**src/rtl/i2c_srx_pkg.sv**
```systemverilog
package i2c_srx_pkg;

  // Bus happenings decoded by the datapath, consumed by the control.
  typedef struct packed {
    logic sclRise;
    logic sclFall;
    logic startDet;
    logic stopDet;
    logic rwBit;
  } busEvt_t;

  // Strobes the control issues to the datapath.
  typedef struct packed {
    logic shiftEn;
    logic loadData;
  } dpStrobe_t;

  typedef enum logic [1:0] {
    ST_IDLE,
    ST_ADDR,
    ST_DATA,
    ST_SKIP
  } rxState_t;

endpackage

```
**src/rtl/i2c_srx_datapath.sv**
```systemverilog
module i2c_srx_datapath
  import i2c_srx_pkg::*;
#(
  parameter int NUM_SLOTS = 3,
  parameter int ADDR_W    = 7,
  parameter logic [6:0] HOST_ADDR = 7'h08,
  localparam int BYTE_W  = ADDR_W + 1,
  localparam int FLAG_W  = NUM_SLOTS + 2
) (
  input  logic                        clk,
  input  logic                        rstN,
  input  logic                        sclIn,
  input  logic                        sdaIn,
  input  logic [ADDR_W*NUM_SLOTS-1:0] slotAddr,
  input  logic [NUM_SLOTS-1:0]        slotEn,
  input  logic                        gcEn,
  input  logic                        hostEn,
  input  dpStrobe_t                   strobe,
  output busEvt_t                     evt,
  output logic [FLAG_W-1:0]           matchVec,
  output logic [BYTE_W-1:0]           rdData
);

  logic sclMeta, sclSync, sclPrev;
  logic sdaMeta, sdaSync, sdaPrev;
  logic [BYTE_W-1:0] shiftReg;
  logic [BYTE_W-1:0] rxData;

  // Two-flop synchronisers plus one history stage for edge detection.
  always_ff @(posedge clk or negedge rstN) begin
    if (!rstN) begin
      sclMeta <= 1'b1; sclSync <= 1'b1; sclPrev <= 1'b1;
      sdaMeta <= 1'b1; sdaSync <= 1'b1; sdaPrev <= 1'b1;
    end else begin
      sclMeta <= sclIn; sclSync <= sclMeta; sclPrev <= sclSync;
      sdaMeta <= sdaIn; sdaSync <= sdaMeta; sdaPrev <= sdaSync;
    end
  end

  assign evt.sclRise  = sclSync && !sclPrev;
  assign evt.sclFall  = !sclSync && sclPrev;
  assign evt.startDet = sclSync && sclPrev && sdaPrev && !sdaSync;
  assign evt.stopDet  = sclSync && sclPrev && !sdaPrev && sdaSync;
  assign evt.rwBit    = shiftReg[0];

  always_ff @(posedge clk or negedge rstN) begin
    if (!rstN) begin
      shiftReg <= '0;
      rxData   <= '0;
    end else begin
      if (strobe.shiftEn)  shiftReg <= {shiftReg[BYTE_W-2:0], sdaSync};
      if (strobe.loadData) rxData   <= shiftReg;
    end
  end

  assign rdData = rxData;

  // Priority compare: lowest slot first, then general call, then host.
  always_comb begin
    logic found;
    matchVec = '0;
    found    = 1'b0;
    for (int i = 0; i < NUM_SLOTS; i++) begin
      if (!found && slotEn[i] &&
          shiftReg[BYTE_W-1:1] == slotAddr[i*ADDR_W +: ADDR_W]) begin
        matchVec[i] = 1'b1;
        found       = 1'b1;
      end
    end
    if (!found && gcEn && shiftReg[BYTE_W-1:1] == '0) begin
      matchVec[NUM_SLOTS] = 1'b1;
      found               = 1'b1;
    end
    if (!found && hostEn && shiftReg[BYTE_W-1:1] == HOST_ADDR[ADDR_W-1:0])
      matchVec[NUM_SLOTS+1] = 1'b1;
  end

  AST_SHIFT_ON_RISE: assert property (@(posedge clk) disable iff (!rstN)
    strobe.shiftEn |-> evt.sclRise);

  AST_LOAD_ON_RISE: assert property (@(posedge clk) disable iff (!rstN)
    strobe.loadData |-> (evt.sclRise && !evt.startDet && !evt.stopDet));

  AST_ONE_CANDIDATE: assert property (@(posedge clk) disable iff (!rstN)
    $onehot0(matchVec));

endmodule

```
**src/rtl/i2c_srx_control.sv**
```systemverilog
module i2c_srx_control
  import i2c_srx_pkg::*;
#(
  parameter int NUM_SLOTS = 3,
  parameter int BYTE_BITS = 8,
  localparam int FLAG_W   = NUM_SLOTS + 2,
  localparam int CNT_W    = $clog2(BYTE_BITS + 2)
) (
  input  logic              clk,
  input  logic              rstN,
  input  busEvt_t           evt,
  input  logic [FLAG_W-1:0] matchVec,
  input  logic              ackCtl,
  input  logic              rdStrobe,
  input  logic              stopClr,
  output dpStrobe_t         strobe,
  output logic              sclPullLow,
  output logic              sdaPullLow,
  output logic              rxFull,
  output logic              stopFlag,
  output logic [FLAG_W-1:0] matchFlags
);

  localparam logic [CNT_W-1:0] LAST_BIT = CNT_W'(BYTE_BITS);
  localparam logic [CNT_W-1:0] ACK_BIT  = CNT_W'(BYTE_BITS + 1);

  rxState_t          state;
  logic [CNT_W-1:0]  bitCnt;
  logic              accept;
  logic [FLAG_W-1:0] matchHold;
  logic              sclHold, sdaHold;
  logic              active, quiet, addrOk;

  assign active = (state == ST_ADDR) || (state == ST_DATA);
  assign quiet  = !evt.startDet && !evt.stopDet;
  assign addrOk = (|matchVec) && !evt.rwBit;

  assign strobe.shiftEn  = active && quiet && evt.sclRise && (bitCnt < LAST_BIT);
  assign strobe.loadData = active && quiet && evt.sclRise && (bitCnt == LAST_BIT) && accept;

  assign sclPullLow = sclHold;
  assign sdaPullLow = sdaHold;

  always_ff @(posedge clk or negedge rstN) begin
    if (!rstN) begin
      state      <= ST_IDLE;
      bitCnt     <= '0;
      accept     <= 1'b0;
      matchHold  <= '0;
      matchFlags <= '0;
      sclHold    <= 1'b0;
      sdaHold    <= 1'b0;
      rxFull     <= 1'b0;
      stopFlag   <= 1'b0;
    end else begin
      if (strobe.loadData) rxFull <= 1'b1;
      else if (rdStrobe)   rxFull <= 1'b0;

      if (evt.stopDet)  stopFlag <= 1'b1;
      else if (stopClr) stopFlag <= 1'b0;

      if (rdStrobe) sclHold <= 1'b0;

      if (evt.stopDet) begin
        state      <= ST_IDLE;
        matchFlags <= '0;
        sdaHold    <= 1'b0;
        sclHold    <= 1'b0;
        bitCnt     <= '0;
        accept     <= 1'b0;
      end else if (evt.startDet) begin
        state   <= ST_ADDR;
        sdaHold <= 1'b0;
        sclHold <= 1'b0;
        bitCnt  <= '0;
        accept  <= 1'b0;
      end else if (active) begin
        if (evt.sclRise) begin
          if (bitCnt < LAST_BIT) begin
            bitCnt <= bitCnt + 1'b1;
          end else if (bitCnt == LAST_BIT) begin
            bitCnt <= ACK_BIT;
            if (state == ST_ADDR) matchFlags <= matchHold;
          end
        end
        if (evt.sclFall) begin
          if (bitCnt == LAST_BIT) begin
            // Ack phase opens: decide acceptance, acknowledge and stretch.
            if (state == ST_ADDR) begin
              accept    <= addrOk;
              matchHold <= addrOk ? matchVec : '0;
              sdaHold   <= addrOk && !ackCtl;
              if (addrOk && rxFull && !rdStrobe) sclHold <= 1'b1;
            end else begin
              accept  <= 1'b1;
              sdaHold <= !ackCtl;
              if (rxFull && !rdStrobe) sclHold <= 1'b1;
            end
          end else if (bitCnt == ACK_BIT) begin
            sdaHold <= 1'b0;
            bitCnt  <= '0;
            if (state == ST_ADDR) state <= accept ? ST_DATA : ST_SKIP;
          end
        end
      end
    end
  end

  AST_NO_OVERRUN: assert property (@(posedge clk) disable iff (!rstN)
    strobe.loadData |-> !rxFull);

  AST_HOLD_NEEDS_FULL: assert property (@(posedge clk) disable iff (!rstN)
    sclPullLow |-> rxFull);

  AST_FLAGS_ONEHOT: assert property (@(posedge clk) disable iff (!rstN)
    $onehot0(matchFlags));

  AST_STOP_CLEARS: assert property (@(posedge clk) disable iff (!rstN)
    evt.stopDet |=> (matchFlags == '0 && stopFlag));

  AST_READ_EMPTIES: assert property (@(posedge clk) disable iff (!rstN)
    (rdStrobe && !strobe.loadData) |=> !rxFull);

  AST_STOP_STICKY: assert property (@(posedge clk) disable iff (!rstN)
    (stopFlag && !stopClr) |=> stopFlag);

endmodule

```
**src/rtl/i2c_slave_rx.sv**
```systemverilog
module i2c_slave_rx
  import i2c_srx_pkg::*;
#(
  parameter int NUM_SLOTS = 3,
  parameter logic [6:0] HOST_ADDR = 7'h08,
  localparam int ADDR_W = 7,
  localparam int BYTE_W = ADDR_W + 1,
  localparam int FLAG_W = NUM_SLOTS + 2
) (
  input  logic                        clk,
  input  logic                        rstN,
  input  logic                        sclIn,
  input  logic                        sdaIn,
  output logic                        sclPullLow,
  output logic                        sdaPullLow,
  input  logic [ADDR_W*NUM_SLOTS-1:0] slotAddr,
  input  logic [NUM_SLOTS-1:0]        slotEn,
  input  logic                        gcEn,
  input  logic                        hostEn,
  input  logic                        ackCtl,
  input  logic                        rdStrobe,
  output logic [BYTE_W-1:0]           rdData,
  output logic                        rxFull,
  input  logic                        stopClr,
  output logic                        stopFlag,
  output logic [FLAG_W-1:0]           matchFlags
);

  busEvt_t           evt;
  dpStrobe_t         strobe;
  logic [FLAG_W-1:0] matchVec;

  i2c_srx_datapath #(
    .NUM_SLOTS(NUM_SLOTS),
    .ADDR_W   (ADDR_W),
    .HOST_ADDR(HOST_ADDR)
  ) u_dp (
    .clk     (clk),
    .rstN    (rstN),
    .sclIn   (sclIn),
    .sdaIn   (sdaIn),
    .slotAddr(slotAddr),
    .slotEn  (slotEn),
    .gcEn    (gcEn),
    .hostEn  (hostEn),
    .strobe  (strobe),
    .evt     (evt),
    .matchVec(matchVec),
    .rdData  (rdData)
  );

  i2c_srx_control #(
    .NUM_SLOTS(NUM_SLOTS),
    .BYTE_BITS(BYTE_W)
  ) u_ctl (
    .clk       (clk),
    .rstN      (rstN),
    .evt       (evt),
    .matchVec  (matchVec),
    .ackCtl    (ackCtl),
    .rdStrobe  (rdStrobe),
    .stopClr   (stopClr),
    .strobe    (strobe),
    .sclPullLow(sclPullLow),
    .sdaPullLow(sdaPullLow),
    .rxFull    (rxFull),
    .stopFlag  (stopFlag),
    .matchFlags(matchFlags)
  );

endmodule

```
**config.mk**
```make
export PLATFORM = sky130hd
export DESIGN_NAME = i2c_slave_rx
export DESIGN_NICKNAME = d
export VERILOG_FILES = /design/src/rtl/i2c_srx_pkg.sv /design/src/rtl/i2c_srx_datapath.sv /design/src/rtl/i2c_srx_control.sv /design/src/rtl/i2c_slave_rx.sv
export SDC_FILE = /design/constraint.sdc
export NUM_CORES = 1
export LEC_CHECK = 0
export ABC_AREA = 0
export BUFFER_PORTS_ARGS = -buffer_cell sky130_fd_sc_hd__buf_4
export CAP_MARGIN = 20
export CELL_PAD_IN_SITES_DETAIL_PLACEMENT = 0
export CELL_PAD_IN_SITES_GLOBAL_PLACEMENT = 1
export CORE_ASPECT_RATIO = 1.25
export CORE_MARGIN = 2
export CORE_UTILIZATION = 23
export CTS_CLUSTER_SIZE = 14
export DETAILED_ROUTE_END_ITERATION = 6
export GPL_ROUTABILITY_DRIVEN = 0
export GPL_TIMING_DRIVEN = 0
export PLACE_DENSITY = 0.55
export SLEW_MARGIN = 20
export SYNTH_ARGS = -nofsm -noshare
export SYNTH_HDL_FRONTEND = slang
export SYNTH_SLANG_ARGS = --single-unit
```
**constraint.sdc**
```tcl
create_clock -name clk -period 2.2 [get_ports clk]
set_input_delay 0.33 -clock clk [delete_from_list [all_inputs] [get_ports clk]]
set_output_delay 0.33 -clock clk [all_outputs]
set_load 0.005 [all_outputs]
```
# ---- Word level (Yosys, flattened, before mapping)
# Index checks and enable logic that the tools add are counted.
dict set report totals {
  ff_bits 43
  in_bits 33
}
dict set report op_classes {
  add_sub_neg 1
  order_cmp 1
  n_eq_ne 11
  muxes 59
  bitwise 2
  n_reduce_logical 60
}
# operator count
set op_table {}
lappend op_table {{two-way mux 5 bit} 8}
lappend op_table {{two-way mux 4 bit} 9}
lappend op_table {{two-way mux 1 bit} 35}
lappend op_table {{logical AND 1 bit} 27}
lappend op_table {{== test 7 bit} 3}
lappend op_table {{nonzero test 3 bit} 5}
lappend op_table {{two-way mux 2 bit} 7}
lappend op_table {{logical NOT 1 bit} 13}
lappend op_table {{AND reduction 6 bit} 2}
lappend op_table {{nonzero test 2 bit} 6}
lappend op_table {{== test 4 bit (second input constant)} 2}
lappend op_table {{== test 7 x 4 -> 1 bit (second input constant)} 1}
lappend op_table {{logical NOT 7 bit} 1}
lappend op_table {{AND reduction 3 bit} 2}
lappend op_table {{AND reduction 5 bit} 1}
lappend op_table {{OR reduction 5 bit} 1}
lappend op_table {{adder 4 x 1 -> 4 bit (second input constant)} 1}
lappend op_table {{< comparator 4 bit (second input constant)} 1}
lappend op_table {{nonzero test 4 bit} 1}
lappend op_table {{inequality test 3 x 1 -> 1 bit (second input constant)} 1}
lappend op_table {{== test 2 x 1 -> 1 bit (second input constant)} 1}
lappend op_table {{== test 2 bit (second input constant)} 1}
lappend op_table {{inequality test 2 x 1 -> 1 bit (second input constant)} 1}
lappend op_table {{inequality test 2 bit (second input constant)} 1}
lappend op_table {{2 further kinds} 3}

# ---- Logic depth before layout (Yosys ltp)
dict set report depth {
  ltp_word 30
  mapped_depth 7
  mapped_depth_nobuf 7
}

# ---- By module
# From an unflattened synthesis, not the netlist that was laid out.
dict set report hier_totals {
  hier_cells 200
  area_unflattened_um2 2293.4
}
# mod n_inst cells_each area_each_um2 seq_area_each_um2
set by_module_without_submodules {}
lappend by_module_without_submodules {i2c_srx_control 1 109 1169.9 525.5}
lappend by_module_without_submodules {i2c_srx_datapath 1 91 1123.6 558.0}

# ---- Worst setup path after synthesis
# OpenSTA, ideal clock, no wires.
dict set report synth_path {
  path_type {register to register}
  startpoint {register u_ctl.bitCnt[0]}
  endpoint {register u_ctl.state[0]}
  arrival_time_ns 1.769
  required_time_ns 2.136
  path_slack_ns 0.367
  stages_incl_launch_ff 7
  path_buffers 0
  period_less_slack_ns 1.833
  path_cell_list {dfrtp_1 > inv_1 > ha_1 > or4_4 > mux2_4 > a31oi_1 > a21o_1}
}
dict set report synth_via {
  elab_chain_cells 3
  word_cells_on_any_way 5
  cone_classes {eq/ne: 3; reduce/logical: 2}
}
# item line
set synth_rtl {}
lappend synth_rtl {{from (decl)} i2c_srx_control.sv:28} ;# logic [CNT_W-1:0] bitCnt;
lappend synth_rtl {{from (signal assigned)} i2c_srx_control.sv:80} ;# bitCnt <= bitCnt + 1'b1;
lappend synth_rtl {{== test 4 bit, on equally long branches} {i2c_srx_control.sv:87, i2c_srx_control.sv:99}}
lappend synth_rtl {{inequality test 3 x 1 -> 1 bit (no source line) / nonzero test 3 bit (equally long branches)} --}
lappend synth_rtl {{AND reduction 5 bit (no source line) *} --}
lappend synth_rtl {{to (signal assigned)} i2c_srx_control.sv:102} ;# if (state == ST_ADDR) state <= accept ? ST_DATA : ST_SKIP;
lappend synth_rtl {{to (decl)} i2c_srx_control.sv:27} ;# rxState_t state;
# Mark *: on every way between the ends. The rest lies on a longest branch, timed or not.
# A chain may end at the register's enable or synchronous reset.

# ---- Worst setup path in the final report
dict set report layout_path {
  startpoint {register u_dp.sclSync}
  endpoint {register u_dp.shiftReg[7]}
}
dict set report layout_via {
  elab_chain_cells 8
  word_cells_on_any_way 12
  cone_classes {reduce/logical: 12}
}
# item line
set layout_rtl {}
lappend layout_rtl {{from (decl)} i2c_srx_datapath.sv:24} ;# logic sclMeta, sclSync, sclPrev;
lappend layout_rtl {{from (signal assigned)} i2c_srx_datapath.sv:35} ;# sclMeta <= sclIn; sclSync <= sclMeta; sclPrev <= sclSync;
lappend layout_rtl {{logical AND 1 bit} {i2c_srx_datapath.sv:42, i2c_srx_datapath.sv:43}}
lappend layout_rtl {{logical AND 1 bit, on equally long branches (2 in series)} {i2c_srx_datapath.sv:42, i2c_srx_datapath.sv:43}}
lappend layout_rtl {{logical NOT 1 bit} i2c_srx_control.sv:35} ;# assign quiet = !evt.startDet && !evt.stopDet;
lappend layout_rtl {{logical AND 1 bit} i2c_srx_control.sv:35}
lappend layout_rtl {{logical AND 1 bit} i2c_srx_control.sv:38} ;# assign strobe.shiftEn = active && quiet && evt.sclRise && (bitCnt < LAST_BIT);
lappend layout_rtl {{logical AND 1 bit * (2 in series)} i2c_srx_control.sv:38}
lappend layout_rtl {{to (signal assigned)} i2c_srx_datapath.sv:51} ;# if (strobe.shiftEn) shiftReg <= {shiftReg[BYTE_W-2:0], sdaSync};
lappend layout_rtl {{to (decl)} i2c_srx_datapath.sv:26} ;# logic [BYTE_W-1:0] shiftReg;
# Marks and branches as above.

==> flow_summary.yaml <==
pwr:
  seqPwrFrac: 0.393
  leakagePower_nw: 1.26
  p_clk_frac: 0.317
  p_per_area_nw_per_um2: 845
  finalPower_w: 0.00240
  combPwrFrac: 0.290
  irDropWorstVdd_v: 0.000325
  swShare: 0.306
  p_int_w: 0.00167
  power.net_switching_w: 0.000736
cts:
  cts_hold_buf: 0
  cts_buffer_depth: 2
  tritoncts.num_buffers: 5
  cts_num_sinks: 43
  cts_tree: "built"
  cts_max_level: 2
  clk_pin_slew_ns: 0.06
  root_buffer: "clkbuf_16"
  clk_latency_ns: 0.28
grt:
  grt_max_degree: 44
  grt_first_pass_wirelength_um: 8400
  antenna_found_initial: 0
  grt-ovfl-total: 0
  grt_usage: 0.104
  grt_pass1_vias: 1701
placed_design:
  dp_hpwl_um: 3740
  placed_cell_area_um2: 2670
  dpl_worst_slack_ns: -0.0444
  numPortBuffers: 49
layout:
  layout_common_cells: "buf_4 (51), dfrtp_1 (37), xnor2_1 (21)"
  area_growth_pct: 32.5
  nFillCells: 981
  fin_util: 0.312
  final_common_cell: "buf_4"
  nNetsFinal: 297
  final_layout_size_suffix_gt1_frac: 0.331
  num_antenna_cells: 0
  final_area_um2: 2840
flow_run:
  maxCapViolations: 0
sta:
  rsz0062_at_grt: "no"
  whs_ns: 0.0384
  max_freq_mhz: 492
  worst_slew_pin_slew_ns: 0.655
  maxSlewViolCount: 0
  finalWorstSetupSlack_ns: 0.167
  setup_viol: 0
  hold_viol_final: 0
  finalCritPeriodShare: 0.924
  fin_skew_ns: 0.00386
  slew-limit-headroom: 0.557
  fin_crit_ns: 2.03
critical_path:
  reg2regPathDepth: 5
  crit_fanout: 10
  cp.required_ns: 2.37
  criticalPathCategory: "register to register"
  endpoint_kind: "register"
  cp-start-kind: "register"
  r2r_setup_slack_ns: 0.17
  arrival_ns: 2.20
synthesis:
  synth_xor_area_frac: 0.0898
  synth_nets: 239
  muxShareOfSynthArea: 0.0805
  yosys-top-cells-area: "dfrtp_1 (43%), xnor2_1 (8.6%), dfstp_2 (7.3%)"
  yosys.area_share.simple: 0.152
  synth_edf_count: 0
  synth_top_cell_area_share: 0.431
  synth_cell_types: 40
  ys.warnings.count: 0
  synth_flop_cell: "dfrtp_1"
  ys_ff_latch: 43
  ys_seq_area_frac: 0.505
  synth_fa_ha_area_frac: 0.0292
  avgSynthCellArea_um2: 10.7
  syn_area_um2: 2150
  yosysTopAreaCell: "dfrtp_1"
  synth_top_family_by_area: "simple AND/OR/NAND/NOR gates"
  synth_compound_area_frac: 0.101
  postSynthCellCount: 201
  synth-async-reset-ratio: 1.00
routing:
  drt-vias-per-instance: 4.24
  drt_iter0_markers: 46
  num_vias: 1623
  wl_per_cell_um: 12.8
  dr.pass1.iters: 4
  routed_wl_um: 4900
  drt.antenna.violating_nets: 0
  drc: 0
floorplan:
  die_area_um2: 10100
  rows: 39
  core-area_um2: 9130
  fp.dieH_um: 112
  ioPinCount: 50
  die_width_um: 90.4
  start_util: 0.235
worst_hold_path:
  hp-class: "primary input to async pin"
run_status:
  outcome: "completed"
-- final cells by class --
class / instances / area [um^2] / area share
clock inverters: 2 / 16.3 / 0.00572
clock buffers: 6 / 139 / 0.0489
plain buffers: 11 / 42.5 / 0.0150
repair buffers: 51 / 383 / 0.135
well taps: 123 / 154 / 0.0541
multi-input cells: 134 / 976 / 0.343
inverters: 13 / 48.8 / 0.0172
flip-flops and latches: 43 / 1080 / 0.381
-- cells by family after synthesis --
family | count (synthesis)
and+or+nand+nor | 57
buffers and inverters | 24
AOI/OAI and AO/OA | 35
muxes | 15
DFF | 43
adders and majority gates | 5
xor gates and xnor gates | 22
-- worst max-delay path, stage by stage (launching register included) --
cell	delay [ns]
dfstp_2	0.59
nor2b_1	0.21
nor2b_1	0.33
nor2b_1	0.18
buf_2	0.25
mux2_2	0.36
-- flip-flops by register name, indices dropped and copies added, names as in the netlist, 2 cells and up --
name and count:
u_ctl.state 2, u_ctl.matchFlags 5, u_ctl.bitCnt 4, u_dp.rdData 8, u_ctl.matchHold 5, u_dp.shiftReg 8
-- synth_stat cells, types with 2 or more instances --
cell and count:
nand2_1 11, inv_1 13, nor2b_1 5, mux2_2 14
nor2_1 8, a21oi_1 5, dfstp_2 6, nor4_1 2
a32o_1 2, o21ai_0 16, ha_1 5, o31ai_1 2
nor4b_1 2, a21o_1 3, nor3_1 3, nand3_1 7
clkbuf_1 9, nand4_1 7, xnor2_1 21, dfrtp_1 37
or3_1 3, a31oi_1 2
-- path summary, 6_finish.rpt --
path / start / end
worst min-delay path: rstN / u_dp.rdData[4]
worst max-delay path: u_dp.sclSync / u_dp.shiftReg[7]
min in group clk: sclIn / u_dp.sclMeta
worst min register to register: u_dp.sclMeta / u_dp.sclSync
max in group asynchronous: rstN / u_dp.sclMeta
worst max register to register: u_dp.sclSync / u_dp.shiftReg[7]
-- per-layer routing --
metal | track usage | vias up | routed length [um]
met1 | 0.125 | 771 | 2100
met4 | 0.0369 | 0 | 76
met2 | 0.185 | 31 | 2560
met5 | 0 | - | 0
li1 | - | 814 | -
met3 | 0.0196 | 7 | 167
-- repair_timing --
action	CTS	global route
endpoints found under the setup margin	7	1
buffers inserted	2	0
gates cloned	0	0
pin swaps	1	0
gates resized for setup	0	1
-- per-stage QoR --
step	setup TNS, ns	cells
after detailed placement	-0.285	373
after CTS	0	383
after floorplan	0	201
after global routing	0	383
after global placement	-0.239	373
final	0	383
-- power groups by stage --
stage / Combinational (W) / Clock (W) / Sequential [W]
2_1_floorplan: 0.000518 / 0 / 0.000944
3_3_place_gp: 0.000711 / 0 / 0.000955
3_5_place_dp: 0.000720 / 0 / 0.000958
4_1_cts: 0.000721 / 0.000789 / 0.000943
5_1_grt: 0.000784 / 0.000815 / 0.000956
6_report: 0.000697 / 0.000762 / 0.000943
(Power assumes the default switching activity.)
